==> src/rtl/oled_seq_pkg.sv <==
package oled_seq_pkg;

    typedef enum logic [3:0] {
        S_IDLE,
        S_RST_HOLD,
        S_RST_WAIT,
        S_INIT_CMD,
        S_WAKE_HV,
        S_WAKE_CMD,
        S_REFRESH,
        S_READY,
        S_SLEEP_CMD,
        S_SLEEP_WAIT,
        S_ASLEEP
    } seq_state_t;

    localparam int INIT_LEN   = 25;
    localparam int INIT_IDX_W = $clog2(INIT_LEN);

    localparam logic [7:0] CMD_DISP_ON  = 8'hAF;
    localparam logic [7:0] CMD_DISP_OFF = 8'hAE;

    // Configuration bytes, commands with their operands in emission order.
    function automatic logic [7:0] init_byte(input logic [INIT_IDX_W-1:0] i);
        logic [7:0] b;
        unique case (i)
            5'd0:  b = 8'hAE;
            5'd1:  b = 8'hD5;
            5'd2:  b = 8'h50;
            5'd3:  b = 8'h20;
            5'd4:  b = 8'h81;
            5'd5:  b = 8'h8F;
            5'd6:  b = 8'hAD;
            5'd7:  b = 8'h8A;
            5'd8:  b = 8'hA1;
            5'd9:  b = 8'hC8;
            5'd10: b = 8'hDC;
            5'd11: b = 8'h00;
            5'd12: b = 8'hD3;
            5'd13: b = 8'h00;
            5'd14: b = 8'hD9;
            5'd15: b = 8'h22;
            5'd16: b = 8'hDB;
            5'd17: b = 8'h35;
            5'd18: b = 8'hA8;
            5'd19: b = 8'h7F;
            5'd20: b = 8'hB0;
            5'd21: b = 8'h00;
            5'd22: b = 8'h10;
            5'd23: b = 8'hA4;
            5'd24: b = 8'hA6;
            default: b = 8'h00;
        endcase
        return b;
    endfunction

endpackage

==> src/rtl/oled_ms_timer.sv <==
module oled_ms_timer #(
    parameter int MS_CYCLES = 100_000,
    parameter int MS_W      = 8
) (
    input  logic            clk,
    input  logic            rst_n,
    input  logic            load_i,
    input  logic [MS_W-1:0] ms_i,
    output logic            expired_o
);
    localparam int CYC_W = $clog2(MS_CYCLES + 1);
    localparam logic [CYC_W-1:0] CYC_LAST = CYC_W'(MS_CYCLES - 1);

    logic [CYC_W-1:0] cyc_q;
    logic [MS_W-1:0]  ms_q;

    always_ff @(posedge clk or negedge rst_n) begin
        if (!rst_n) begin
            cyc_q <= '0;
            ms_q  <= '0;
        end else if (load_i) begin
            cyc_q <= CYC_LAST;
            ms_q  <= ms_i;
        end else if (ms_q != '0) begin
            if (cyc_q == '0) begin
                cyc_q <= CYC_LAST;
                ms_q  <= ms_q - 1'b1;
            end else begin
                cyc_q <= cyc_q - 1'b1;
            end
        end
    end

    assign expired_o = (ms_q == '0);

    // Once expired, the count stays at zero until reloaded (R2, R3 timing base)
    assert_expired_holds_R2: assert property (@(posedge clk) disable iff (!rst_n)
        (expired_o && !load_i) |=> expired_o);

endmodule

==> src/rtl/oled_init_rom.sv <==
module oled_init_rom
    import oled_seq_pkg::*;
(
    input  logic [INIT_IDX_W-1:0] idx_i,
    output logic [7:0]            byte_o
);
    assign byte_o = init_byte(idx_i);
endmodule

==> src/rtl/oled_pwr_seq.sv <==
module oled_pwr_seq
    import oled_seq_pkg::*;
#(
    parameter int CLK_HZ    = 100_000_000,
    parameter int MS_CYCLES = CLK_HZ / 1000,
    parameter int HOLD_MS   = 10,
    parameter int RECOV_MS  = 120,
    parameter int HV_MS     = 100,
    parameter int SLEEP_MS  = 5
) (
    input  logic       clk,
    input  logic       rst_n,
    input  logic       start_i,
    input  logic       sleep_req_i,
    input  logic       wake_req_i,
    output logic       busy_o,
    output logic       done_o,
    output logic       wr_valid_o,
    input  logic       wr_ready_i,
    output logic       wr_cmd_o,
    output logic [7:0] wr_byte_o,
    output logic       panel_rst_n_o,
    output logic       hv_en_o,
    output logic       refresh_req_o,
    input  logic       refresh_ack_i
);
    localparam int MAX_AB = (HOLD_MS > RECOV_MS) ? HOLD_MS : RECOV_MS;
    localparam int MAX_CD = (HV_MS > SLEEP_MS) ? HV_MS : SLEEP_MS;
    localparam int MAX_MS = (MAX_AB > MAX_CD) ? MAX_AB : MAX_CD;
    localparam int MS_W   = $clog2(MAX_MS + 1);
    localparam logic [INIT_IDX_W-1:0] IDX_LAST = INIT_IDX_W'(INIT_LEN - 1);

    seq_state_t state_q, state_d;
    logic [INIT_IDX_W-1:0] idx_q;
    logic [7:0]            rom_byte;
    logic [MS_W-1:0]       ms_sel;
    logic                  tmr_load, tmr_exp;
    logic                  accepted;

    oled_init_rom i_rom (.idx_i(idx_q), .byte_o(rom_byte));

    oled_ms_timer #(.MS_CYCLES(MS_CYCLES), .MS_W(MS_W)) i_timer (
        .clk(clk), .rst_n(rst_n), .load_i(tmr_load), .ms_i(ms_sel), .expired_o(tmr_exp)
    );

    assign accepted = wr_valid_o && wr_ready_i;
    assign tmr_load = (state_d != state_q);

    // Wait length picked by the state being entered
    always_comb begin
        unique case (state_d)
            S_RST_HOLD:   ms_sel = MS_W'(HOLD_MS);
            S_RST_WAIT:   ms_sel = MS_W'(RECOV_MS);
            S_WAKE_HV:    ms_sel = MS_W'(HV_MS);
            S_SLEEP_WAIT: ms_sel = MS_W'(SLEEP_MS);
            default:      ms_sel = '0;
        endcase
    end

    // Next-state logic
    always_comb begin
        state_d = state_q;
        unique case (state_q)
            S_IDLE:       if (start_i) state_d = S_RST_HOLD;
            S_RST_HOLD:   if (tmr_exp) state_d = S_RST_WAIT;
            S_RST_WAIT:   if (tmr_exp) state_d = S_INIT_CMD;
            S_INIT_CMD:   if (accepted && idx_q == IDX_LAST) state_d = S_WAKE_HV;
            S_WAKE_HV:    if (tmr_exp) state_d = S_WAKE_CMD;
            S_WAKE_CMD:   if (accepted) state_d = done_o ? S_READY : S_REFRESH;
            S_REFRESH:    if (refresh_ack_i) state_d = S_READY;
            S_READY:      if (sleep_req_i) state_d = S_SLEEP_CMD;
            S_SLEEP_CMD:  if (accepted) state_d = S_SLEEP_WAIT;
            S_SLEEP_WAIT: if (tmr_exp) state_d = S_ASLEEP;
            S_ASLEEP:     if (wake_req_i) state_d = S_WAKE_HV;
            default:      state_d = S_IDLE;
        endcase
    end

    // State register with registered pin outputs
    always_ff @(posedge clk or negedge rst_n) begin
        if (!rst_n) begin
            state_q       <= S_IDLE;
            idx_q         <= '0;
            panel_rst_n_o <= 1'b0;
            hv_en_o       <= 1'b0;
            done_o        <= 1'b0;
        end else begin
            state_q <= state_d;
            if (state_q == S_INIT_CMD && accepted) idx_q <= idx_q + 1'b1;
            panel_rst_n_o <= !(state_d == S_IDLE || state_d == S_RST_HOLD);
            hv_en_o <= (state_d == S_WAKE_HV)   || (state_d == S_WAKE_CMD) ||
                       (state_d == S_REFRESH)   || (state_d == S_READY)    ||
                       (state_d == S_SLEEP_CMD) || (state_d == S_SLEEP_WAIT);
            if (state_q == S_REFRESH && refresh_ack_i) done_o <= 1'b1;
        end
    end

    // Output decode
    always_comb begin
        wr_valid_o    = 1'b0;
        wr_byte_o     = 8'h00;
        refresh_req_o = 1'b0;
        busy_o        = 1'b1;
        unique case (state_q)
            S_INIT_CMD:  begin wr_valid_o = 1'b1; wr_byte_o = rom_byte; end
            S_WAKE_CMD:  begin wr_valid_o = 1'b1; wr_byte_o = CMD_DISP_ON; end
            S_SLEEP_CMD: begin wr_valid_o = 1'b1; wr_byte_o = CMD_DISP_OFF; end
            S_REFRESH:   refresh_req_o = 1'b1;
            S_IDLE, S_READY, S_ASLEEP: busy_o = 1'b0;
            default: ;
        endcase
        wr_cmd_o = wr_valid_o;
    end

    assert_no_byte_in_reset_R2: assert property (@(posedge clk) disable iff (!rst_n)
        !panel_rst_n_o |-> !wr_valid_o);

    assert_hold_on_stall_R5: assert property (@(posedge clk) disable iff (!rst_n)
        (wr_valid_o && !wr_ready_i) |=> (wr_valid_o && $stable(wr_byte_o)));

    assert_cmd_flag_R4: assert property (@(posedge clk) disable iff (!rst_n)
        wr_valid_o |-> wr_cmd_o);

    assert_on_needs_hv_R6: assert property (@(posedge clk) disable iff (!rst_n)
        (wr_valid_o && wr_byte_o == CMD_DISP_ON) |-> hv_en_o);

    assert_refresh_held_R7: assert property (@(posedge clk) disable iff (!rst_n)
        (refresh_req_o && !refresh_ack_i) |=> refresh_req_o);

    assert_done_sticky_R7: assert property (@(posedge clk) disable iff (!rst_n)
        done_o |=> done_o);

    assert_no_refresh_after_done_R9: assert property (@(posedge clk) disable iff (!rst_n)
        done_o |-> !refresh_req_o);

endmodule

==> config.mk <==
export PLATFORM = sky130hd
export DESIGN_NAME = oled_pwr_seq
export DESIGN_NICKNAME = d
export VERILOG_FILES = /design/src/rtl/oled_seq_pkg.sv /design/src/rtl/oled_ms_timer.sv /design/src/rtl/oled_init_rom.sv /design/src/rtl/oled_pwr_seq.sv
export SDC_FILE = /design/constraint.sdc
export NUM_CORES = 1
export LEC_CHECK = 0
export BUFFER_PORTS_ARGS = -buffer_cell sky130_fd_sc_hd__buf_2
export CAP_MARGIN = 20
export CORE_UTILIZATION = 55
export DETAILED_ROUTE_END_ITERATION = 12
export PLACE_DENSITY = 0.77
export SKIP_LAST_GASP = 1
export SLEW_MARGIN = 20
export SYNTH_ARGS = -nofsm -noshare
export SYNTH_HDL_FRONTEND = slang
export SYNTH_HIERARCHICAL = 1
export SYNTH_SLANG_ARGS = --single-unit
==> constraint.sdc <==
create_clock -name clk -period 3.6 [get_ports clk]
set_input_delay 0.72 -clock clk [delete_from_list [all_inputs] [get_ports clk]]
set_output_delay 0.72 -clock clk [all_outputs]
set_load 0.005 [all_outputs]
==> results.md <==
* GR Util All Layers at 23.9%
* Nets at 363
* Number of routed nets with antenna violations at 0
* Postcts setup bufs at 0
* Share of cells above drive strength 1 at 16.2%
* TritonCTS Buffers at 5
* TNS Setup at 0 ns
* Post-synth top area share at 31.5%
* Final setup viols at 0
* Residual DRC at 0
* Min Hold Slack at 0.476 ns
* Final Critical Period at 3.32 ns
* Pin count of the biggest net entering global routing at 37
* Hold-fix buffers, CTS at 0
* CP Capture Type: register
* Num ports at 22
* Worst Skew at 0.00385 ns
* DR WL met3 at 247 microns
* Yosys cell types at 69
* Worst-path clk slew at 0.07 ns
* Routability Congestion at 0.894
* MaxCap Viol Count at 0
* TritonCTS Sinks at 36
* Slew of the pin with the lowest slew margin at 0.827 ns
* Critical path type: register to register
* Total Routed Length at 6.30 mm
* Number of H-tree levels at 2
* Drt wl/cell at 15.3 microns
* Die Wd at 74.1 microns
* Initial Util at 59.0%
* Fmax at 301 MHz
* WP data arrival at 3.53 ns
* Leak at 0.00123 uW
* VDD IR max at 0.386 mV
* Die height at 74.1 microns
* Max Slew Vio Count at 0
* DP HPWL at 4.48 mm
* Met2 WL at 3.00 mm
* Worst path max stage delay at 0.57 ns
* N_diodes at 0
* Ranking of synthesized cells by area: dfrtp_1, ha_1, nor2_1, a21oi_1, o21ai_0
* Pwr Density at 761 nW/um^2
* Avg Cell Area, Syn at 8.72 sq um
* Post-synth EDFFs at 0
* Hold Vio Cnt, Final at 0
* Root buf cell: clkbuf_8
* CP max stage cell: or4_1
* I/O Buffers at 21
* Core area at 4850 sq um
* Status: complete, no violations
* Post-synth top area cell: dfrtp_1
* Via Count at 2,548
* Critical path, cell by cell: or4_1 > nor2_2 > nor2b_1 > o21bai_1 > a31oi_1 > o31a_1 > o22ai_1 > o311ai_1 > buf_4 > or4_2 > a21oi_1
* Post-DR vias/cell at 6.18
* Vias in the first global route at 2,259
* Sequential share of the synthesized area at 31.5%
* Highest metal used: met4
* Max Buffers Root-to-Sink at 2
* 1st-iter DRT viols at 118
* CTS tree: yes
* Final period util at 92.3%
* Metal-1 WL at 3.03 mm
* Synth warnings at 6
* Area grow syn2layout at 7.26%
* Mapped Area at 2860 sq um
* Die ar. at 5490 sq um
* Initial antenna violation count at 0
* Crit path launch type: register
* Detailed Routing Iterations Pass 1 at 4
* Unrepaired setup endpoints after global routing: false
* Slew margin rel. at 44.9%
* Critical Path Fanout Max at 8
* Register bit total from synthesis at 36
* FFs w/ async S/R, synth at 100%
* Primary FF master, synth: dfrtp_1
* Syn_nets at 347
* First-pass GRT wire length at 10.3 mm
* Clk_lat worst skew at 0.28 ns
* CP required at 3.80 ns
* Worst Hold Class: register to register
* GR Overflow Total at 0
* Row count at 25
* Synthesized netlist cell count at 328
==> cell usage in the layout, fill, tap and decap left out, types with 3 or more instances in the layout <==
master and count:
and2_1 7, nand4_1 4, buf_4 9, or4_1 8, a21o_1 6, a21oi_1 19
a211oi_1 4, inv_1 16, mux2i_1 4, a211o_1 3, or3_1 6, nand4b_1 3
a31oi_1 8, nand2b_1 4, nor2_1 25, ha_1 12, nor3b_1 6, dfrtp_1 36
xor2_1 3, nand3b_1 3, nor3_1 7, nand3_1 10, nand2_1 15, o31ai_1 11
o21ai_0 17, xnor2_1 5, nor4_1 3, o211ai_1 4, nor2b_1 9, buf_2 21
clkbuf_8 6
==> power by group <==
part | switching, uW | internal (uW)
Clock | 139 | 156
Sequential | 113 | 503
Combinational | 834 | 588
==> state kept, by name, summed over array words and instances, names as in the netlist <==
| name | flops |
|---|---|
| idx_q | 5 |
| state_q | 4 |
| i_timer/cyc_q | 17 |
| i_timer/ms_q | 7 |
| done_o | 1 |
| hv_en_o | 1 |
| panel_rst_n_o | 1 |
==> area by class of cell <==
type,count,area (sq um)
Inverter,17,63.8
Fill cell,441,1780
Clock buffer,8,90.1
Multi-Input combinational cell,254,1760
Sequential cell,36,901
Tap cell,67,83.8
Timing Repair Buffer,30,173
==> synthesized netlist by cell type (7+ instances only) <==
master    n
a21oi_1  19
a31oi_1   8
and2_1    7
dfrtp_1  36
ha_1     12
inv_1    16
nand2_1  15
nand3_1  10
nor2_1   26
nor2b_1   9
nor3_1    7
o21ai_0  17
o31ai_1  11
or4_1     8
==> what timing repair did <==
item                                   CTS  global route
gates resized for setup                  0             2
endpoints found under the hold margin    0             0
setup endpoints to repair                0             6
==> cell families (layout without fill, tap and decap cells) <==
family	Yosys count	after routing	synth area share, %
AOI/OAI and AO/OA	99	99	23.9
xor gates and xnor gates	8	8	2.45
adders and majority gates	12	12	5.25
buffers and inverters	38	55	7.35
DFF	36	36	31.5
muxes	5	5	1.79
and+or+nand+nor	130	130	27.7
==> per-layer routing <==
layer  up-vias  global-route usage, %
met5         -                      0
met4         0                   6.20
met3         2                   3.79
met2        69                   41.1
met1      1221                   31.4
li1       1256                      -
==> through the flow <==
step | total power (uW) | area (sq um) | worst slack [ns] | instances | utilization, %
floorplan | 1720 | 2860 | 0.0340 | 328 | -
global placement | 1990 | 2970 | 0.212 | 404 | 61.2
detailed placement | 2010 | 2970 | 0.168 | 404 | 61.2
CTS | 2320 | 3060 | 0.126 | 412 | 63.1
global route | 2530 | 3070 | 0.0914 | 412 | 63.3
finish | 2330 | 3070 | 0.279 | 412 | 63.3
==> critical path, delay by kind of cell, from the launching register on <==
kind	cells	cell delay (ns)
compound gates	6	1.13
buf+inv	1	0.21
flops	1	0.41
simple gates	4	1.48
==> path summary, 6_finish.rpt <==
check                                     start                 to  slack [ns]  cells past startpoint
min in group asynchronous                 rst_n   i_timer/cyc_q[8]        0.53                      1
worst max-delay path            i_timer/ms_q[3]  i_timer/cyc_q[11]        0.28                     11
worst max register to register  i_timer/ms_q[3]  i_timer/cyc_q[11]        0.28                     11
max in group asynchronous                 rst_n    i_timer/ms_q[5]        2.55                      1
worst min-delay path                     done_o             done_o        0.48                      2
worst min register to register           done_o             done_o        0.48                      2
No activity file was read; power rests on OpenSTA's default activity.
